===== src/rtl/ptw_pkg.sv =====
// Shared sizing and state encoding for the page table walker.
// Assumes VA_W == OFF_W + LEVELS*IDX_W and that IDX_W + 2 <= OFF_W,
// so that one table fits within one page.
package ptw_pkg;
    localparam int VA_W      = 46;  // virtual address width
    localparam int PA_W      = 32;  // physical address width
    localparam int OFF_W     = 13;  // page offset width (8 KB pages)
    localparam int IDX_W     = 11;  // index bits per level
    localparam int LEVELS    = 3;   // table depth
    localparam int ENT_SHIFT = 2;   // log2 of the entry size in bytes

    typedef enum logic [1:0] {
        ST_IDLE  = 2'd0,
        ST_ISSUE = 2'd1,
        ST_WAIT  = 2'd2,
        ST_DONE  = 2'd3
    } walk_state_e;
endpackage


===== src/rtl/ptw_index_sel.sv =====
// Picks the table index for the current level out of the virtual address.
// Level 0 uses the most significant index field.
// Assumes lvl < LEVELS; any other value yields index 0.
module ptw_index_sel #(
    parameter int VA_W   = ptw_pkg::VA_W,
    parameter int OFF_W  = ptw_pkg::OFF_W,
    parameter int IDX_W  = ptw_pkg::IDX_W,
    parameter int LEVELS = ptw_pkg::LEVELS,
    localparam int LVL_W = (LEVELS > 1) ? $clog2(LEVELS) : 1
) (
    input  logic [VA_W-1:0]  vaddr,
    input  logic [LVL_W-1:0] lvl,
    output logic [IDX_W-1:0] idx
);
    logic [IDX_W-1:0] field [LEVELS];

    // One slice per level; level g sits below level g-1
    for (genvar g = 0; g < LEVELS; g++) begin : g_field
        assign field[g] = vaddr[OFF_W + (LEVELS-1-g)*IDX_W +: IDX_W];
    end

    // Select the slice named by the level counter
    always_comb begin
        idx = '0;
        for (int i = 0; i < LEVELS; i++) begin
            if (lvl == LVL_W'(i)) idx = field[i];
        end
    end

    logic unused_lo;
    assign unused_lo = ^vaddr[OFF_W-1:0];
endmodule


===== src/rtl/ptw_entry_addr.sv =====
// Forms the byte address of one table entry from a table frame number
// and an index. Assumes the table fits within one page.
module ptw_entry_addr #(
    parameter int PA_W      = ptw_pkg::PA_W,
    parameter int OFF_W     = ptw_pkg::OFF_W,
    parameter int IDX_W     = ptw_pkg::IDX_W,
    parameter int ENT_SHIFT = ptw_pkg::ENT_SHIFT,
    localparam int FRAME_W  = PA_W - OFF_W
) (
    input  logic [FRAME_W-1:0] tbl_frame,
    input  logic [IDX_W-1:0]   idx,
    output logic [PA_W-1:0]    entry_addr
);
    logic [PA_W-1:0] page_base;
    logic [PA_W-1:0] byte_off;

    // Page base plus the scaled index
    assign page_base  = {tbl_frame, {OFF_W{1'b0}}};
    assign byte_off   = PA_W'({idx, {ENT_SHIFT{1'b0}}});
    assign entry_addr = page_base + byte_off;
endmodule


===== src/rtl/ptw_walk_fsm.sv =====
// Sequences one walk: accept, read each level, check validity, respond.
// Assumes the memory returns exactly one response per accepted read.
module ptw_walk_fsm
    import ptw_pkg::*;
#(
    parameter int VA_W   = ptw_pkg::VA_W,
    parameter int PA_W   = ptw_pkg::PA_W,
    parameter int OFF_W  = ptw_pkg::OFF_W,
    parameter int LEVELS = ptw_pkg::LEVELS,
    localparam int FRAME_W = PA_W - OFF_W,
    localparam int LVL_W   = (LEVELS > 1) ? $clog2(LEVELS) : 1,
    localparam int RLV_W   = $clog2(LEVELS + 1)
) (
    input  logic               clk,
    input  logic               rst_n,
    input  logic               req_valid,
    output logic               req_ready,
    input  logic [VA_W-1:0]    req_vaddr,
    input  logic [FRAME_W-1:0] root_frame,
    output logic               rsp_valid,
    input  logic               rsp_ready,
    output logic [PA_W-1:0]    rsp_paddr,
    output logic               rsp_fault,
    output logic [RLV_W-1:0]   rsp_level,
    output logic               mem_req_valid,
    input  logic               mem_req_ready,
    input  logic               mem_rsp_valid,
    input  logic [PA_W-1:0]    mem_rsp_data,
    output logic [VA_W-1:0]    walk_vaddr,
    output logic [LVL_W-1:0]   walk_lvl,
    output logic [FRAME_W-1:0] walk_frame
);
    localparam logic [LVL_W-1:0] LAST_LVL = LVL_W'(LEVELS - 1);

    walk_state_e        st;
    logic [VA_W-1:0]    va_q;
    logic [LVL_W-1:0]   lvl_q;
    logic [FRAME_W-1:0] frame_q;
    logic [PA_W-1:0]    paddr_q;
    logic               fault_q;
    logic [RLV_W-1:0]   flvl_q;
    logic               ent_ok;
    logic [FRAME_W-1:0] ent_frame;

    // Decode the returned entry
    assign ent_ok    = mem_rsp_data[0];
    assign ent_frame = mem_rsp_data[PA_W-1:OFF_W];

    // Walk state, level counter and result registers
    always_ff @(posedge clk) begin
        if (!rst_n) begin
            st      <= ST_IDLE;
            va_q    <= '0;
            lvl_q   <= '0;
            frame_q <= '0;
            paddr_q <= '0;
            fault_q <= 1'b0;
            flvl_q  <= '0;
        end else begin
            unique case (st)
                ST_IDLE: if (req_valid) begin
                    va_q    <= req_vaddr;
                    frame_q <= root_frame;
                    lvl_q   <= '0;
                    st      <= ST_ISSUE;
                end
                ST_ISSUE: if (mem_req_ready) st <= ST_WAIT;
                ST_WAIT: if (mem_rsp_valid) begin
                    if (!ent_ok) begin
                        fault_q <= 1'b1;
                        flvl_q  <= RLV_W'(lvl_q) + RLV_W'(1);
                        paddr_q <= '0;
                        st      <= ST_DONE;
                    end else if (lvl_q == LAST_LVL) begin
                        fault_q <= 1'b0;
                        flvl_q  <= '0;
                        paddr_q <= {ent_frame, va_q[OFF_W-1:0]};
                        st      <= ST_DONE;
                    end else begin
                        frame_q <= ent_frame;
                        lvl_q   <= lvl_q + LVL_W'(1);
                        st      <= ST_ISSUE;
                    end
                end
                ST_DONE: if (rsp_ready) st <= ST_IDLE;
                default: st <= ST_IDLE;
            endcase
        end
    end

    // Handshake outputs follow the state
    assign req_ready     = (st == ST_IDLE);
    assign mem_req_valid = (st == ST_ISSUE);
    assign rsp_valid     = (st == ST_DONE);
    assign rsp_paddr     = paddr_q;
    assign rsp_fault     = fault_q;
    assign rsp_level     = flvl_q;
    assign walk_vaddr    = va_q;
    assign walk_lvl      = lvl_q;
    assign walk_frame    = frame_q;

    logic unused_bits;
    assign unused_bits = ^mem_rsp_data[OFF_W-1:1];
endmodule


===== src/rtl/pt_walker.sv =====
// Top of the three-level page table walker: the control FSM plus the
// index and entry-address datapath. The memory port carries one read
// at a time.
module pt_walker #(
    parameter int VA_W      = ptw_pkg::VA_W,
    parameter int PA_W      = ptw_pkg::PA_W,
    parameter int OFF_W     = ptw_pkg::OFF_W,
    parameter int IDX_W     = ptw_pkg::IDX_W,
    parameter int LEVELS    = ptw_pkg::LEVELS,
    parameter int ENT_SHIFT = ptw_pkg::ENT_SHIFT,
    localparam int FRAME_W  = PA_W - OFF_W,
    localparam int LVL_W    = (LEVELS > 1) ? $clog2(LEVELS) : 1,
    localparam int RLV_W    = $clog2(LEVELS + 1)
) (
    input  logic               clk,
    input  logic               rst_n,
    input  logic               req_valid,
    output logic               req_ready,
    input  logic [VA_W-1:0]    req_vaddr,
    input  logic [FRAME_W-1:0] root_frame,
    output logic               rsp_valid,
    input  logic               rsp_ready,
    output logic [PA_W-1:0]    rsp_paddr,
    output logic               rsp_fault,
    output logic [RLV_W-1:0]   rsp_level,
    output logic               mem_req_valid,
    input  logic               mem_req_ready,
    output logic [PA_W-1:0]    mem_req_addr,
    input  logic               mem_rsp_valid,
    input  logic [PA_W-1:0]    mem_rsp_data
);
    logic [VA_W-1:0]    walk_vaddr;
    logic [LVL_W-1:0]   walk_lvl;
    logic [FRAME_W-1:0] walk_frame;
    logic [IDX_W-1:0]   cur_idx;

    ptw_walk_fsm #(
        .VA_W(VA_W), .PA_W(PA_W), .OFF_W(OFF_W), .LEVELS(LEVELS)
    ) u_fsm (
        .clk(clk), .rst_n(rst_n),
        .req_valid(req_valid), .req_ready(req_ready),
        .req_vaddr(req_vaddr), .root_frame(root_frame),
        .rsp_valid(rsp_valid), .rsp_ready(rsp_ready),
        .rsp_paddr(rsp_paddr), .rsp_fault(rsp_fault), .rsp_level(rsp_level),
        .mem_req_valid(mem_req_valid), .mem_req_ready(mem_req_ready),
        .mem_rsp_valid(mem_rsp_valid), .mem_rsp_data(mem_rsp_data),
        .walk_vaddr(walk_vaddr), .walk_lvl(walk_lvl), .walk_frame(walk_frame)
    );

    ptw_index_sel #(
        .VA_W(VA_W), .OFF_W(OFF_W), .IDX_W(IDX_W), .LEVELS(LEVELS)
    ) u_idx (
        .vaddr(walk_vaddr), .lvl(walk_lvl), .idx(cur_idx)
    );

    ptw_entry_addr #(
        .PA_W(PA_W), .OFF_W(OFF_W), .IDX_W(IDX_W), .ENT_SHIFT(ENT_SHIFT)
    ) u_addr (
        .tbl_frame(walk_frame), .idx(cur_idx), .entry_addr(mem_req_addr)
    );
endmodule


===== config.mk =====
export PLATFORM = sky130hd
export DESIGN_NAME = pt_walker
export DESIGN_NICKNAME = d
export VERILOG_FILES = /design/src/rtl/ptw_pkg.sv /design/src/rtl/ptw_index_sel.sv /design/src/rtl/ptw_entry_addr.sv /design/src/rtl/ptw_walk_fsm.sv /design/src/rtl/pt_walker.sv
export SDC_FILE = /design/constraint.sdc
export NUM_CORES = 1
export LEC_CHECK = 0
export CAP_MARGIN = 25
export CORE_MARGIN = 2
export CORE_UTILIZATION = 45
export CTS_CLUSTER_SIZE = 14
export DETAILED_ROUTE_END_ITERATION = 10
export HOLD_SLACK_MARGIN = 0.03
export PLACE_DENSITY = 0.82
export SKIP_CTS_REPAIR_TIMING = 1
export SLEW_MARGIN = 5
export SYNTH_ARGS = -nofsm -noshare
export SYNTH_HDL_FRONTEND = slang
export SYNTH_SLANG_ARGS = --single-unit

===== constraint.sdc =====
create_clock -name clk -period 4.1 [get_ports clk]
set_input_delay 0.615 -clock clk [delete_from_list [all_inputs] [get_ports clk]]
set_output_delay 0.615 -clock clk [all_outputs]
set_load 0.03 [all_outputs]

# Word-level counts from Yosys, hierarchy flattened
# Cells that the tools add are included.
[word_totals]
regBits = 104
inputBits = 103
output_inout_bits = 70
[classes]
add_sub_neg = 2
eq_ne = 12
mux = 26
reduce_logical = 7
[ops]
columns = ["operator", "count"]
rows = [
  ["19-bit two-way mux", 4],
  ["32-bit two-way mux", 2],
  ["19-bit one-hot mux with 2 select lines", 1],
  ["11-bit two-way mux", 3],
  ["32-bit by 13-bit adder with 32-bit output", 1],
  ["2-bit two-way mux", 12],
  ["2-bit != test (second input constant)", 4],
  ["2-bit one-hot mux with 4 select lines", 1],
  ["2-bit equality test (second input constant)", 3],
  ["2-bit by 1-bit != test with 1-bit output (second input constant)", 3],
  ["5-bit AND reduction", 1],
  ["2-bit by 1-bit equality test with 1-bit output (second input constant)", 2],
  ["2-bit zero test", 2],
  ["2-bit one-hot mux with 2 select lines", 1],
  ["4-bit AND reduction", 1],
  ["3-bit AND reduction", 1],
  ["2-bit by 1-bit adder with 2-bit output (second input constant)", 1],
  ["1-bit two-way mux", 2],
  ["2-bit AND reduction", 1],
  ["2-bit nonzero test", 1],
]

# Longest topological paths before layout
[depth]
word_depth = 5
ltp_mapped = 7
mapped_depth_nobuf = 5

# Hierarchy
# From an unflattened synthesis, not the netlist that was laid out.
[unflattened]
cells_unflattened = 534
hier_area_um2 = 4660.7
[by_module_without_submodules]
columns = ["module", "n_inst", "cells_each", "area_per_inst_um2"]
rows = [
  ["ptw_walk_fsm", 1, 475, 4184.0],
  ["ptw_entry_addr", 1, 33, 244.0],
  ["ptw_index_sel", 1, 26, 232.7],
]

# Worst setup path after synthesis
# No wires, ideal clock.
[synth_timing]
path_kind = "flip-flop to output port"
from = "register u_fsm.lvl_q[0], in the netlist u_fsm.walk_lvl[0]"
to = "output mem_req_addr[10]"
arrival_ns = 1.837
t_required_ns = 3.485
path_slack_ns = 1.648
path_stages_with_launch = 6
path_buffers = 2
path_cell_list = "dfxtp_1 > ha_1 > clkbuf_1 > clkbuf_1 > a21oi_1 > o21ai_0"
[synth_between]
elab_chain_cells = 5
word_cells_on_any_way = 7
[synth_lines]
columns = ["item", "line_no", "text"]
rows = [
  ["start, declared", "ptw_walk_fsm.sv:37", "logic [LVL_W-1:0] lvl_q;"],
  ["start signal, assigned", "ptw_walk_fsm.sv:81", "lvl_q <= lvl_q + LVL_W'(1);"],
  ["2-bit zero test", "ptw_index_sel.sv:26", "if (lvl == LVL_W'(i)) idx = field[i];"],
  ["11-bit two-way mux (2 in series)", "ptw_index_sel.sv:26", ""],
  ["11-bit two-way mux *", "ptw_index_sel.sv:26", ""],
  ["32-bit by 13-bit adder with 32-bit output *", "ptw_entry_addr.sv:20", "assign entry_addr = page_base + byte_off;"],
  ["end, declared", "pt_walker.sv:28", "output logic [PA_W-1:0] mem_req_addr,"],
]
# Mark *: on every way between the ends. The rest lies on a longest branch, timed or not.

# Final worst setup path
[layout_timing]
from = "register u_fsm.lvl_q[0], in the netlist u_fsm.walk_lvl[0]"
to = "output mem_req_addr[3]"
# Same word-level chain as after synthesis.

==> parameters.txt <==
Parameter                              Value

Die
  Cell row count ... 36
  IO Pins ... 173
  Initial cell density of the core ... 46.43%
  Chip Height ... 104.7 um
  Width of the die ... 104.7 um
  Total Die Area ... 10950 um^2
  Standard cell core area ... 9819 um^2

Place
  Total half-perimeter wirelength after legalization and detailed placement ... 9.313 mm
  Minimum setup slack after placement ... 1.158 ns
  # port buffers ... 158
  Gpl congestion ... 0.8682

Worst setup path
  Critical path depth ... 5
  Crit start category ... flop
  Class of the most critical setup path ... reg2out
  Critical Path Sink ... mem_req_addr[3]
  Critical path fanouts, max ... 57
  Critical Path AT ... 2.73 ns
  Max stage delay cell, worst path ... sky130_fd_sc_hd__ha_2
  Cell type group with the largest total delay on the critical path ... adder cells
  Maximum single-stage delay on the critical path ... 0.86 ns
  Worst R2R Path Depth ... 5
  Flop-to-flop setup slack ... 1.33 ns
  Launching instance or port of the critical path ... u_fsm.walk_lvl[0]
  Reg-to-Reg End ... u_fsm.walk_frame[11]
  Worst path required time ... 3.48 ns
  Cells along the critical path ... inv_1 -> ha_2 -> nand2_1 -> o21ai_1 -> clkdlybuf4s50_1
  Reg2Reg Launch Point ... u_fsm.walk_lvl[0]
  Element type at the critical path end ... output port
  Worst path buffer plus inverter count ... 2

Detailed routing
  Total via count in the routed design ... 4508
  Number of vias per cell ... 5.464
  Initial DRT Pass Iterations ... 5
  DRC viols ... 0
  Wire per inst ... 16.00 um
  WL final ... 13.20 mm
  1st-iter DRT viols ... 302
  Number of nets with antenna violations after detailed routing ... 0

STA
  Relative slew slack ... 31.26%
  Actual slew at the worst max-slew pin ... 1.031 ns
  Final Max Tran Viols ... 0
  Final period demand of the worst path ... 3.340 ns
  Max frequency ... 0.2994 GHz
  Setup slack of the critical path after layout ... 0.7595 ns
  Final worst path period share ... 81.48%
  Largest clock skew in the final design ... 0.01024 ns
  # setup viols final ... 0
  TNS Setup ... 0 ns
  Final count of hold timing violations ... 0
  Setup repair after global routing missed its margin ... false

Pwr
  Design Power ... 2153 uW
  Total power divided by cell area ... 340.4 nW/um^2
  Peak VDD IR ... 0.1925 mV
  Leakage power of the design ... 0.002244 uW

Clock network
  CTS root buffer ... sky130_fd_sc_hd__clkbuf_8
  Clock latency on the worst-skew pair ... 0.36 ns
  Number of H-tree levels ... 3
  Number of clock buffers inserted by TritonCTS ... 9
  Maximum clock path buffer count ... 2
  Clock-pin slew on the worst setup and hold paths ... 0.09 ns
  Sink count of the clock tree ... 104
  CTS tree ... built

Status
  Run status ... completed

Synth
  Share of synthesized area occupied by flip-flops and latches ... 45.66%
  Number of enable-type register cells in the synthesized netlist ... 0
  Area share of the largest cell type after synthesis ... 45.66%
  Dominant cells by area after synthesis ... sky130_fd_sc_hd__dfxtp_1, sky130_fd_sc_hd__a21oi_1, sky130_fd_sc_hd__nand2_1
  Area of the mapped netlist ... 4559 um^2
  Top cells by count, synth ... sky130_fd_sc_hd__nand2_1, sky130_fd_sc_hd__dfxtp_1, sky130_fd_sc_hd__a21oi_1
  Top FF cell, synth ... sky130_fd_sc_hd__dfxtp_1
  Unique cell type count in the Yosys netlist ... 32
  Proportion of synthesized flip-flops having asynchronous set or reset ... 0%
  Synth warnings ... 0
  Most instantiated library cell after synthesis ... sky130_fd_sc_hd__nand2_1
  Yosys reg bits ... 104
  Mean instance size in the synthesized netlist ... 8.113 um^2
  Dominant cell type by area after synthesis ... sky130_fd_sc_hd__dfxtp_1
  Post-Syn Instances ... 562

Layout
  Area of the multi-input gates ... 2172 um^2
  Layout area overhead ... 38.75%
  Layout Nets ... 792
  Number of filler cells placed in the layout ... 856
  Area occupied by registers ... 2082 um^2
  Share of cells above drive strength 1 ... 4.493%

Worst hold path
  Worst min path class ... reg2reg

GRT
  All-Layer GR Usage ... 23.48%
  Global-route wire length before repair ... 20.73 mm
  Global-route congestion overflow total ... 0
  Maximum number of pins on one net before global-route repair ... 58
  Number of global-route vias before repair ... 4187
  Number of antenna violations at the first check in global routing ... 1

Flow run
  Number of maximum-capacitance constraint violations ... 0
layout make-up:
class	count	area share [%]
clock buffers	11	2.235
repair buffers	170	26.86
well taps	133	2.631
inverters	4	0.2373
multi-input cells	397	34.34
clock inverters	4	0.7120
flip-flops and latches	104	32.91
diodes	2	0.07911
power breakdown:
part	internal, uW	switching [uW]
Combinational	200	221
Clock	294	338
Sequential	1060	37.0
kinds of logic after synthesis:
group | Yosys count | share of synthesized area [%]
other | 1 | 0.08225
multiplexers | 19 | 4.171
buffers and inverters | 62 | 6.998
flip-flops | 104 | 45.66
AO/OA/AOI/OAI | 166 | 19.57
AND/OR/NAND/NOR | 207 | 22.70
adder cells (fa/ha/maj) | 3 | 0.8234
sequential cells by signal, indices dropped and copies added (netlist names):
signal	cells
u_fsm.rsp_fault	1
u_fsm.rsp_level	2
u_fsm.rsp_paddr	32
u_fsm.st	2
u_fsm.walk_frame	19
u_fsm.walk_lvl	2
u_fsm.walk_vaddr	46
how the worst min path moves through the flow:
| stage | from | end | cells after the start |
|---|---|---|---|
| 2_1_floorplan | u_fsm.walk_vaddr[35] | u_fsm.walk_vaddr[35] | 2 |
| 3_3_place_gp | u_fsm.walk_vaddr[37] | u_fsm.walk_vaddr[37] | 2 |
| 3_5_place_dp | u_fsm.walk_vaddr[40] | u_fsm.walk_vaddr[40] | 2 |
| 4_1_cts | u_fsm.walk_vaddr[33] | u_fsm.walk_vaddr[33] | 2 |
| 5_1_grt | u_fsm.walk_vaddr[40] | u_fsm.walk_vaddr[40] | 2 |
| 6_report | u_fsm.walk_vaddr[33] | u_fsm.walk_vaddr[33] | 2 |
layout by cell type (no fill, tap or decap), drive strengths merged, types with 3 or more instances in the layout:
master	Yosys	final
nand2	124	124
inv	4	4
a21oi	94	94
buf	24	12
and3b	12	12
dfxtp	104	104
clkbuf	34	11
nand3b	3	3
nor2	3	3
nand4	32	32
ha	3	3
o21ai	47	47
clkinv	0	3
nand2b	21	21
mux2i	19	19
o211ai	21	21
clkdlybuf4s50	0	158
worst register-to-register path, delay by kind of cell, from the launching register on:
kind	cells	cell delay (ns)
flip-flops	1	0.37
adder cells (fa/ha/maj)	1	0.86
AND/OR/NAND/NOR	1	0.25
AO/OA/AOI/OAI	1	0.82
buffers and inverters	1	0.10
multiplexers	1	0.30
per-stage QoR:
step / utilization [%] / hold WS, ns / instance area (um^2) / cells
detailed placement: 62.04 / 0.4454 / 6092 / 806
finish: 64.42 / 0.4599 / 6326 / 825
floorplan: - / 0.4320 / 4563 / 563
CTS: 63.94 / 0.4599 / 6279 / 821
global placement: 62.04 / 0.4420 / 6092 / 806
global route: 64.42 / 0.4748 / 6326 / 825
layer usage:
metal  track usage [%]  share of wire (%)
met1             29.10                 42
met2             38.24                 48
met3             4.242                5.4
met4             13.71                4.6
met5                 0                  0
No activity file was read; power rests on OpenSTA's default activity.
